--- src/rtl/spi_host_pkg.sv ---
package spi_host_pkg;
  localparam int DATA_W = 32;
  localparam int NB     = DATA_W / 8;
  localparam int LEN_W  = $clog2(NB);
  localparam int CNT_W  = $clog2(DATA_W);
  localparam int ADDR_W = 4;

  localparam logic [ADDR_W-1:0] OFF_CFG  = 4'h0;
  localparam logic [ADDR_W-1:0] OFF_CSR  = 4'h8;
  localparam logic [ADDR_W-1:0] OFF_DATA = 4'hC;

  localparam int CFG_RD_BE = 28;
  localparam int CFG_WR_BE = 27;
  localparam int CSR_CS0   = 31;
  localparam int CSR_CS1   = 30;
  localparam int CSR_LEN   = 28;
  localparam int CSR_RDY   = 27;
  localparam int CSR_ROUTE = 24;

  typedef enum logic [1:0] {RD_IDLE, RD_WAIT, RD_DONE} rd_state_t;

  function automatic logic [DATA_W-1:0] lane_swap(input logic [DATA_W-1:0] w);
    logic [DATA_W-1:0] r;
    for (int i = 0; i < NB; i++) r[8*i +: 8] = w[8*(NB-1-i) +: 8];
    return r;
  endfunction
endpackage

--- src/rtl/spi_clk_div.sv ---
module spi_clk_div #(
  parameter int DIV_W = 8
) (
  input  logic             clk,
  input  logic             rst_n,
  input  logic             run,
  input  logic [DIV_W-1:0] divisor,
  output logic             sclk,
  output logic             rise_tick,
  output logic             fall_tick
);
  logic [DIV_W-1:0] div_eff, low_len, high_len, cnt;

  always_comb begin
    div_eff  = (divisor < DIV_W'(2)) ? DIV_W'(2) : divisor;
    high_len = div_eff >> 1;
    low_len  = div_eff - high_len;
  end

  assign rise_tick = run && !sclk && (cnt == low_len - 1'b1);
  assign fall_tick = run &&  sclk && (cnt == high_len - 1'b1);

  always_ff @(posedge clk or negedge rst_n) begin
    if (!rst_n) begin
      cnt  <= '0;
      sclk <= 1'b0;
    end else if (!run) begin
      cnt  <= '0;
      sclk <= 1'b0;
    end else if (rise_tick) begin
      cnt  <= '0;
      sclk <= 1'b1;
    end else if (fall_tick) begin
      cnt  <= '0;
      sclk <= 1'b0;
    end else begin
      cnt <= cnt + 1'b1;
    end
  end

  // a phase never ends on both edges at once
  a_r9_one_edge: assert property (@(posedge clk) disable iff (!rst_n)
    !(rise_tick && fall_tick));
  // the level toggles only on a tick
  a_r9_sclk_moves_on_tick: assert property (@(posedge clk) disable iff (!rst_n)
    (run && !rise_tick && !fall_tick) |=> $stable(sclk));
endmodule

--- src/rtl/spi_shift_engine.sv ---
module spi_shift_engine
  import spi_host_pkg::*;
(
  input  logic              clk,
  input  logic              rst_n,
  input  logic              start,
  input  logic              dir_rx,
  input  logic [LEN_W-1:0]  len_code,
  input  logic              big_end,
  input  logic [DATA_W-1:0] tx_word,
  input  logic              rise_tick,
  input  logic              fall_tick,
  input  logic              miso,
  output logic              busy,
  output logic              done,
  output logic              mosi,
  output logic [DATA_W-1:0] rx_word
);
  logic [DATA_W-1:0] tx_sr, rx_sr, aligned;
  logic [CNT_W-1:0]  bitcnt, last_q;
  logic [LEN_W-1:0]  len_q;
  logic              rx_q, be_q;

  always_ff @(posedge clk or negedge rst_n) begin
    if (!rst_n) begin
      busy   <= 1'b0;
      done   <= 1'b0;
      tx_sr  <= '0;
      rx_sr  <= '0;
      bitcnt <= '0;
      last_q <= '0;
      len_q  <= '0;
      rx_q   <= 1'b0;
      be_q   <= 1'b0;
    end else begin
      done <= 1'b0;
      if (start && !busy) begin
        busy   <= 1'b1;
        rx_q   <= dir_rx;
        be_q   <= big_end;
        len_q  <= len_code;
        last_q <= {len_code, 3'b111};
        bitcnt <= '0;
        rx_sr  <= '0;
        tx_sr  <= big_end ? tx_word : lane_swap(tx_word);
      end else if (busy) begin
        if (rise_tick) rx_sr <= {rx_sr[DATA_W-2:0], miso};
        if (fall_tick) begin
          tx_sr <= tx_sr << 1;
          if (bitcnt == last_q) begin
            busy <= 1'b0;
            done <= 1'b1;
          end else begin
            bitcnt <= bitcnt + 1'b1;
          end
        end
      end
    end
  end

  assign mosi = busy && !rx_q && tx_sr[DATA_W-1];

  always_comb begin
    aligned = rx_sr << (8 * (NB - 1 - int'(len_q)));
    rx_word = be_q ? aligned : lane_swap(aligned);
  end

  // the bit counter never runs past the requested length
  a_r4_bit_bound: assert property (@(posedge clk) disable iff (!rst_n)
    busy |-> (bitcnt <= last_q));
  // a transfer ends only on a falling edge of SCLK
  a_r4_end_on_fall: assert property (@(posedge clk) disable iff (!rst_n)
    $fell(busy) |-> $past(fall_tick));
endmodule

--- src/rtl/spi_flash_host.sv ---
module spi_flash_host
  import spi_host_pkg::*;
#(
  parameter int DIV_W     = 8,
  parameter int DIV_RESET = 4
) (
  input  logic              clk,
  input  logic              rst_n,
  input  logic              cpu_valid,
  output logic              cpu_ready,
  input  logic              cpu_write,
  input  logic [ADDR_W-1:0] cpu_addr,
  input  logic [DATA_W-1:0] cpu_wdata,
  output logic [DATA_W-1:0] cpu_rdata,
  output logic              sclk,
  output logic              mosi,
  input  logic              miso,
  output logic              cs0_n,
  output logic              cs1_n
);
  logic             rd_be, wr_be;
  logic [DIV_W-1:0] div_q;
  logic             cs0_lvl, cs1_lvl, route;
  logic [LEN_W-1:0] len_q;
  rd_state_t        rd_state;

  logic              eng_busy, eng_done, rise_tick, fall_tick;
  logic [DATA_W-1:0] eng_rx;
  logic              is_data_rd, wr_cfg, wr_csr, tx_start, rx_start;

  assign is_data_rd = cpu_valid && !cpu_write && (cpu_addr == OFF_DATA);
  assign wr_cfg     = cpu_valid && cpu_write && (cpu_addr == OFF_CFG);
  assign wr_csr     = cpu_valid && cpu_write && (cpu_addr == OFF_CSR);
  assign tx_start   = cpu_valid && cpu_write && (cpu_addr == OFF_DATA) && !eng_busy;
  assign rx_start   = is_data_rd && !eng_busy && (rd_state == RD_IDLE);
  assign cpu_ready  = !is_data_rd || (rd_state == RD_DONE);

  always_ff @(posedge clk or negedge rst_n) begin
    if (!rst_n) begin
      rd_be   <= 1'b0;
      wr_be   <= 1'b0;
      div_q   <= DIV_W'(DIV_RESET);
      cs0_lvl <= 1'b1;
      cs1_lvl <= 1'b1;
      route   <= 1'b0;
      len_q   <= '0;
    end else begin
      if (wr_cfg) begin
        rd_be <= cpu_wdata[CFG_RD_BE];
        wr_be <= cpu_wdata[CFG_WR_BE];
        div_q <= cpu_wdata[DIV_W-1:0];
      end
      if (wr_csr) begin
        cs0_lvl <= cpu_wdata[CSR_CS0];
        cs1_lvl <= cpu_wdata[CSR_CS1];
        route   <= cpu_wdata[CSR_ROUTE];
        if (!eng_busy) len_q <= cpu_wdata[CSR_LEN +: LEN_W];
      end
    end
  end

  always_ff @(posedge clk or negedge rst_n) begin
    if (!rst_n) rd_state <= RD_IDLE;
    else begin
      case (rd_state)
        RD_IDLE: if (rx_start) rd_state <= RD_WAIT;
        RD_WAIT: if (eng_done) rd_state <= RD_DONE;
        default: rd_state <= RD_IDLE;
      endcase
    end
  end

  always_comb begin
    cpu_rdata = '0;
    case (cpu_addr)
      OFF_CFG: begin
        cpu_rdata[CFG_RD_BE]   = rd_be;
        cpu_rdata[CFG_WR_BE]   = wr_be;
        cpu_rdata[DIV_W-1:0]   = div_q;
      end
      OFF_CSR: begin
        cpu_rdata[CSR_CS0]            = cs0_lvl;
        cpu_rdata[CSR_CS1]            = cs1_lvl;
        cpu_rdata[CSR_LEN +: LEN_W]   = len_q;
        cpu_rdata[CSR_RDY]            = !eng_busy;
        cpu_rdata[CSR_ROUTE]          = route;
      end
      OFF_DATA: cpu_rdata = eng_rx;
      default:  cpu_rdata = '0;
    endcase
  end

  assign cs0_n = route ? 1'b1 : cs0_lvl;
  assign cs1_n = route ? cs1_lvl : 1'b1;

  spi_clk_div #(.DIV_W(DIV_W)) u_div (
    .clk       (clk),
    .rst_n     (rst_n),
    .run       (eng_busy),
    .divisor   (div_q),
    .sclk      (sclk),
    .rise_tick (rise_tick),
    .fall_tick (fall_tick)
  );

  spi_shift_engine u_eng (
    .clk       (clk),
    .rst_n     (rst_n),
    .start     (tx_start || rx_start),
    .dir_rx    (rx_start),
    .len_code  (len_q),
    .big_end   (rx_start ? rd_be : wr_be),
    .tx_word   (cpu_wdata),
    .rise_tick (rise_tick),
    .fall_tick (fall_tick),
    .miso      (miso),
    .busy      (eng_busy),
    .done      (eng_done),
    .mosi      (mosi),
    .rx_word   (eng_rx)
  );

  // status never reports ready while the shifter runs
  a_r3_not_ready_busy: assert property (@(posedge clk) disable iff (!rst_n)
    (cpu_valid && !cpu_write && cpu_addr == OFF_CSR && eng_busy) |-> !cpu_rdata[CSR_RDY]);
  // SCLK rests low whenever no transfer runs
  a_r4_sclk_idle_low: assert property (@(posedge clk) disable iff (!rst_n)
    !eng_busy |-> !sclk);
  // a pending data read stalls the bus and keeps MOSI low
  a_r7_stall_quiet: assert property (@(posedge clk) disable iff (!rst_n)
    (rd_state == RD_WAIT) |-> (!mosi && !(is_data_rd && cpu_ready)));
  // the length field holds while a transfer is in flight
  a_r10_len_frozen: assert property (@(posedge clk) disable iff (!rst_n)
    (eng_busy && $past(eng_busy)) |-> $stable(len_q));
  // at most one chip select is driven low
  a_r11_single_cs: assert property (@(posedge clk) disable iff (!rst_n)
    $countones({~cs0_n, ~cs1_n}) <= 1);
endmodule

--- config.mk ---
export PLATFORM = sky130hd
export DESIGN_NAME = spi_flash_host
export DESIGN_NICKNAME = d
export VERILOG_FILES = /design/src/rtl/spi_host_pkg.sv /design/src/rtl/spi_clk_div.sv /design/src/rtl/spi_shift_engine.sv /design/src/rtl/spi_flash_host.sv
export SDC_FILE = /design/constraint.sdc
export NUM_CORES = 1
export LEC_CHECK = 0
export ABC_AREA = 1
export ABC_CLOCK_PERIOD_IN_PS = 4480
export BUFFER_PORTS_ARGS = -buffer_cell sky130_fd_sc_hd__clkbuf_2
export CAP_MARGIN = 20
export CORE_ASPECT_RATIO = 0.6
export CORE_MARGIN = 2
export CORE_UTILIZATION = 60
export DETAILED_ROUTE_END_ITERATION = 10
export PLACE_DENSITY = 0.92
export SLEW_MARGIN = 20
export SYNTH_ARGS = -nofsm -noshare
export SYNTH_HDL_FRONTEND = slang
export SYNTH_SLANG_ARGS = --single-unit
export TNS_END_PERCENT = 30
--- constraint.sdc ---
create_clock -name clk -period 4.48 [get_ports clk]
set_input_delay 0.672 -clock clk [delete_from_list [all_inputs] [get_ports clk]]
set_output_delay 0.672 -clock clk [all_outputs]
set_load 0.01 [all_outputs]
# After elaboration in Yosys (flattened, before gate mapping)
# Index checks and enable logic that the tools add are counted.
# W data, S select, Z words.
[word_totals]
ff_bits = 106
out_inout_bits = 37
[classes]
eq_ne = 11
magnitude_cmp = 1
add_sub_neg = 6
n_reduce_logical = 33
bitwise_logic = 1
n_mux = 39
shift = 1
[op_table]
columns = ["op", "count"]
rows = [
  ["$mux W32", 8],
  ["$mux W8", 4],
  ["$shl A32 B32 Y32", 1],
  ["$mux W5", 4],
  ["$eq A8 B8 Y1", 2],
  ["$logic_and A1 B1 Y1", 16],
  ["$mux W16", 1],
  ["$pmux W8 S2", 1],
  ["$mux W1", 14],
  ["$add A8 B1 Y8 const B", 1],
  ["$eq A4 B4 Y1 const B", 2],
  ["$lt A8 B2 Y1 const B", 1],
  ["$reduce_and A2 Y1", 4],
  ["$sub A7 B1 Y8 const B", 1],
  ["$sub A8 B1 Y8 const B", 1],
  ["$sub A8 B7 Y8", 1],
  ["$mux W2", 3],
  ["$pmux W2 S3", 1],
  ["$pmux W3 S2", 1],
  ["$reduce_bool A2 Y1", 3],
  ["$add A5 B1 Y5 const B", 1],
  ["$eq A5 B5 Y1", 1],
  ["$logic_not A1 Y1", 5],
  ["$logic_not A4 Y1", 1],
  ["other kinds (12)", 14],
]

# Logic depth before layout (Yosys ltp)
[depth]
word_depth = 9
ltp_mapped = 23

# Hierarchy
# From an unflattened synthesis, not the netlist that was laid out.
[hier_totals]
cells_unflattened = 1000
area_unflattened_um2 = 7030.5
[by_module_without_submodules]
columns = ["mod", "cells_each", "n_inst", "area_each_um2"]
rows = [
  ["spi_shift_engine", 600, 1, 4342.9],
  ["spi_clk_div", 222, 1, 1472.7],
  ["spi_flash_host", 178, 1, 1214.9],
]

# Worst setup path after synthesis
# Ideal clock, no wire load.
[synth_path]
path_kind = "reg2reg"
from = "reg div_q[7]"
to = "reg u_eng.rx_sr[11]"
synth_period_minus_slack_ps = 3170
arrival_ps = 3053
path_stages_with_launch = 19
path_slack_ps = 1310
path_cell_list = "dfrtp_1 > inv_1 > ha_1 > inv_1 > nor2_2 > nand3_4 > nand2_1 > inv_1 > ha_1 > fa_1 > xnor2_1 > xor2_1 > nand3_1 > nor2_4 > nand3_2 > buf_6 > buf_6 > o21ai_1 > inv_1"
[synth_via]
elab_chain_cells = 8
[synth_lines]
columns = ["item", "line", "source"]
rows = [
  ["start: declaration", "spi_flash_host.sv:22", "logic [DIV_W-1:0] div_q;"],
  ["start signal: assignment", "spi_flash_host.sv:42", "div_q <= DIV_W'(DIV_RESET);"],
  ["start signal: assignment", "spi_flash_host.sv:51", "div_q <= cpu_wdata[DIV_W-1:0];"],
  ["$lt A8 B2 Y1", "spi_clk_div.sv:15", "div_eff = (divisor < DIV_W'(2)) ? DIV_W'(2) : divisor;"],
  ["$mux W8 *", "spi_clk_div.sv:15", ""],
  ["$sub A8 B7 Y8 *", "spi_clk_div.sv:17", "low_len = div_eff - high_len;"],
  ["$sub A8 B1 Y8 *", "spi_clk_div.sv:20", "assign rise_tick = run && !sclk && (cnt == low_len - 1'b1);"],
  ["$eq A8 B8 Y1 *", "spi_clk_div.sv:20", ""],
  ["$logic_and A1 B1 Y1 *", "spi_clk_div.sv:20", ""],
  ["$reduce_bool A2 Y1 (no line) *", "-", ""],
  ["$reduce_and A2 Y1 (no line) *", "-", ""],
  ["end signal: assignment", "spi_shift_engine.sv:47", "if (rise_tick) rx_sr <= {rx_sr[DATA_W-2:0], miso};"],
  ["end: declaration", "spi_shift_engine.sv:19", "logic [DATA_W-1:0] tx_sr, rx_sr, aligned;"],
]
# Mark *: on every way between the ends. The rest lies on a longest branch, timed or not.
# A chain may end at the register's enable or synchronous reset.

# Worst setup path in the final report
[layout_path]
from = "reg div_q[7]"
to = "reg u_eng.rx_sr[2]"
# The elaborated chain is that of the path after synthesis.

==> results.txt <==
Synthesized area per cell: 6.885 µm²
Num rows: 30
Die Y-Extent: 87.68 µm
Root Driver: clkbuf_16
Clock H-tree levels: 3
Final Power: 0.003572 W
CTS Buf Count: 9
Clock skew: 0.01697 ns
Area contributors post-synth: dfrtp_1 (35%), nand2_1 (14%), nand3_1 (9.3%), o21ai_0 (6.9%), inv_1 (6.8%)
Final worst hold slack: 0.4526 ns
Crit Path Max Fanout: 37
# port buffers: 77
Clk_lat worst skew: 0.36 ns
Yosys warnings: 0
Slew headroom: 31.98%
Period minus WS final: 3.907 ns
Final hold vios: 0
Antenna diodes: 0
Clock tree buffer depth: 2
Share of layout cells above drive strength 1: 12.81%
DR vias: 7230
GR Util All Layers: 34.48%
I/O pins: 78
Outcome: finished clean
Vias in the first global route: 6252
WS Path Type: reg2reg
Synth Flop Type: dfrtp_1
Pin count of the biggest net entering global routing: 78
Fin. max-slew vios: 0
Placed Area: 7400 µm²
Wirelength per Cell: 17.08 µm
Fmax: 255.9 MHz
Post-synth top area share: 35.38%
Residual DRC: 0
Post-CTS Resized: 0
Period utilization: 87.21%
CP endpoint kind: register
GR Overflow Total: 0
Ys async rst share: 100.0%
Pleak: 3.956 nW
Multi-input combinational cell area: 3660 µm²
TNS Setup: 0 ns
Clock sink count: 102
Net count after synthesis: 1076
Reg clk slew, reported paths: 0.07 ns
Initial antenna violation count: 0
Area grow syn2layout: 9.703%
Setup bufs post-CTS: 0
Final wirelength: 20870 µm
Starting Density: 61.77%
CTS tree: done
Count leader, synth: nand2_1
Worst Path Arrival: 4.14 ns
Critical Path Start Type: register
Tightest Hold Check Type: in2async
Final instance area: 7681 µm²
Core Region: 11340 µm²
Final Setup Violations: 0
Post-synth EDFFs: 0
Commonest cells in the netlist: nand2_1 (258), nand3_1 (130), inv_1 (126)
ANT nets after route: 0
#FFs+latches synth: 102
Via-per-instance ratio: 5.917
CP required: 4.71 ns
Power per Cell Area: 465.0 nW/µm²
Die W: 143.5 µm
Detailed Route Iter0 Violations: 985
Total die area: 12580 µm²
Final Net Count: 1116
Syn Std Cell Area: 7002 µm²
RSZ-0062 raised after global routing: no
DRT Pass-1 Iters: 7
Post-DP HPWL: 15230 µm
Post-CTS Hold Buffers: 0
Seq/Total Area, Yosys: 36.51%
Distinct cell type count after synthesis: 43
Area leader, netlist: dfrtp_1
First-pass GRT wire length: 33220 µm
Max VDD drop: 267.1 µV
Sequential cell area: 2556 µm²
MaxCap Viol Count: 0
Fillcell total: 968
Worst Tran Pin Value: 1.018 ns
Synth Instances: 1017
GPL Wtd Cong: 0.9985
[per-stage QoR]
step | utilization, % | std cells | worst slack, ns
floorplan | - | 1017 | 1.310
global placement | 65.28 | 1206 | 0.8406
detailed placement | 65.28 | 1206 | 0.6799
CTS | 67.74 | 1222 | 0.6211
global route | 67.76 | 1222 | 0.2328
finish | 67.76 | 1222 | 0.5728
[layer usage]
layer,GRT usage (%),up-vias,share of wire [%]
li1,-,3415,-
met1,54.61,3308,45
met2,45.76,472,39
met3,10.72,35,15
met4,6.952,0,1.3
met5,0,-,0
[where the power goes]
group	internal, W	switching (W)	total, W
combinational	0.000472	0.000957	0.00143
sequential	0.00115	0.000222	0.00137
clock	0.000388	0.000383	0.000771
total	0.00201	0.00156	0.00357
[area by class of cell]
class	instances	share of cell area, %
clock buffer	10	2.981
clock inverter	6	0.6516
inverter	132	6.451
multi-input combinational	723	47.65
sequential	102	33.28
tap	160	2.606
timing repair buffer	89	6.385
[state kept, by name, summed over array words and instances, names as in the netlist, 2 cells and up]
| signal | flops |
|---|---|
| rd_state | 2 |
| len_q | 2 |
| u_eng.rx_sr | 32 |
| u_eng.tx_sr | 32 |
| u_eng.bitcnt | 5 |
| u_div.cnt | 8 |
| div_q | 8 |
| u_eng.len_q | 2 |
[critical path, cell delays in order, from the launching register on]
cell	delay, ns
dfrtp_1	0.43
inv_1	0.14
ha_1	0.21
inv_1	0.06
nor2_2	0.12
nand3_4	0.15
nand2_1	0.19
inv_1	0.09
ha_1	0.23
fa_1	0.45
xnor2_1	0.23
xor2_1	0.16
nand3_1	0.14
nor2_4	0.25
nand3_2	0.42
buf_12	0.33
nand3_1	0.08
o21ai_0	0.09
[final timing paths]
check	from	to	slack, ns	cells after the start
max in group asynchronous	rst_n	u_eng.tx_sr[4]	3.05	2
setup / recovery	div_q[7]	u_eng.rx_sr[2]	0.57	17
hold / removal	rst_n	u_eng.rx_sr[3]	0.45	1
setup reg to reg	div_q[7]	u_eng.rx_sr[2]	0.57	17
min in group clk	u_eng.done	rd_state[0]	0.47	1
hold reg to reg	u_eng.done	rd_state[0]	0.47	1
[logic make-up (layout without fill, tap and decap cells)]
kind of cell / after synthesis / in the layout / share of synthesized area [%]
AO/OA/AOI/OAI: 198 / 198 / 15.92
XOR/XNOR: 14 / 14 / 1.859
adder cells (fa/ha/maj): 18 / 18 / 3.324
buffers and inverters: 192 / 237 / 11.29
flip-flops: 102 / 102 / 36.51
AND/OR/NAND/NOR: 493 / 493 / 31.09
[placed cells by master, fill, tap and decap left out, types with 12 or more instances in the layout]
cell      instances
a21oi_1          41
buf_4            12
clkbuf_2         76
dfrtp_1          99
ha_1             17
inv_1           126
nand2_1         256
nand3_1         130
nand4_1          14
nor2_1           58
o211ai_1         28
o21ai_0          96
No activity file was read; power rests on OpenSTA's default activity.
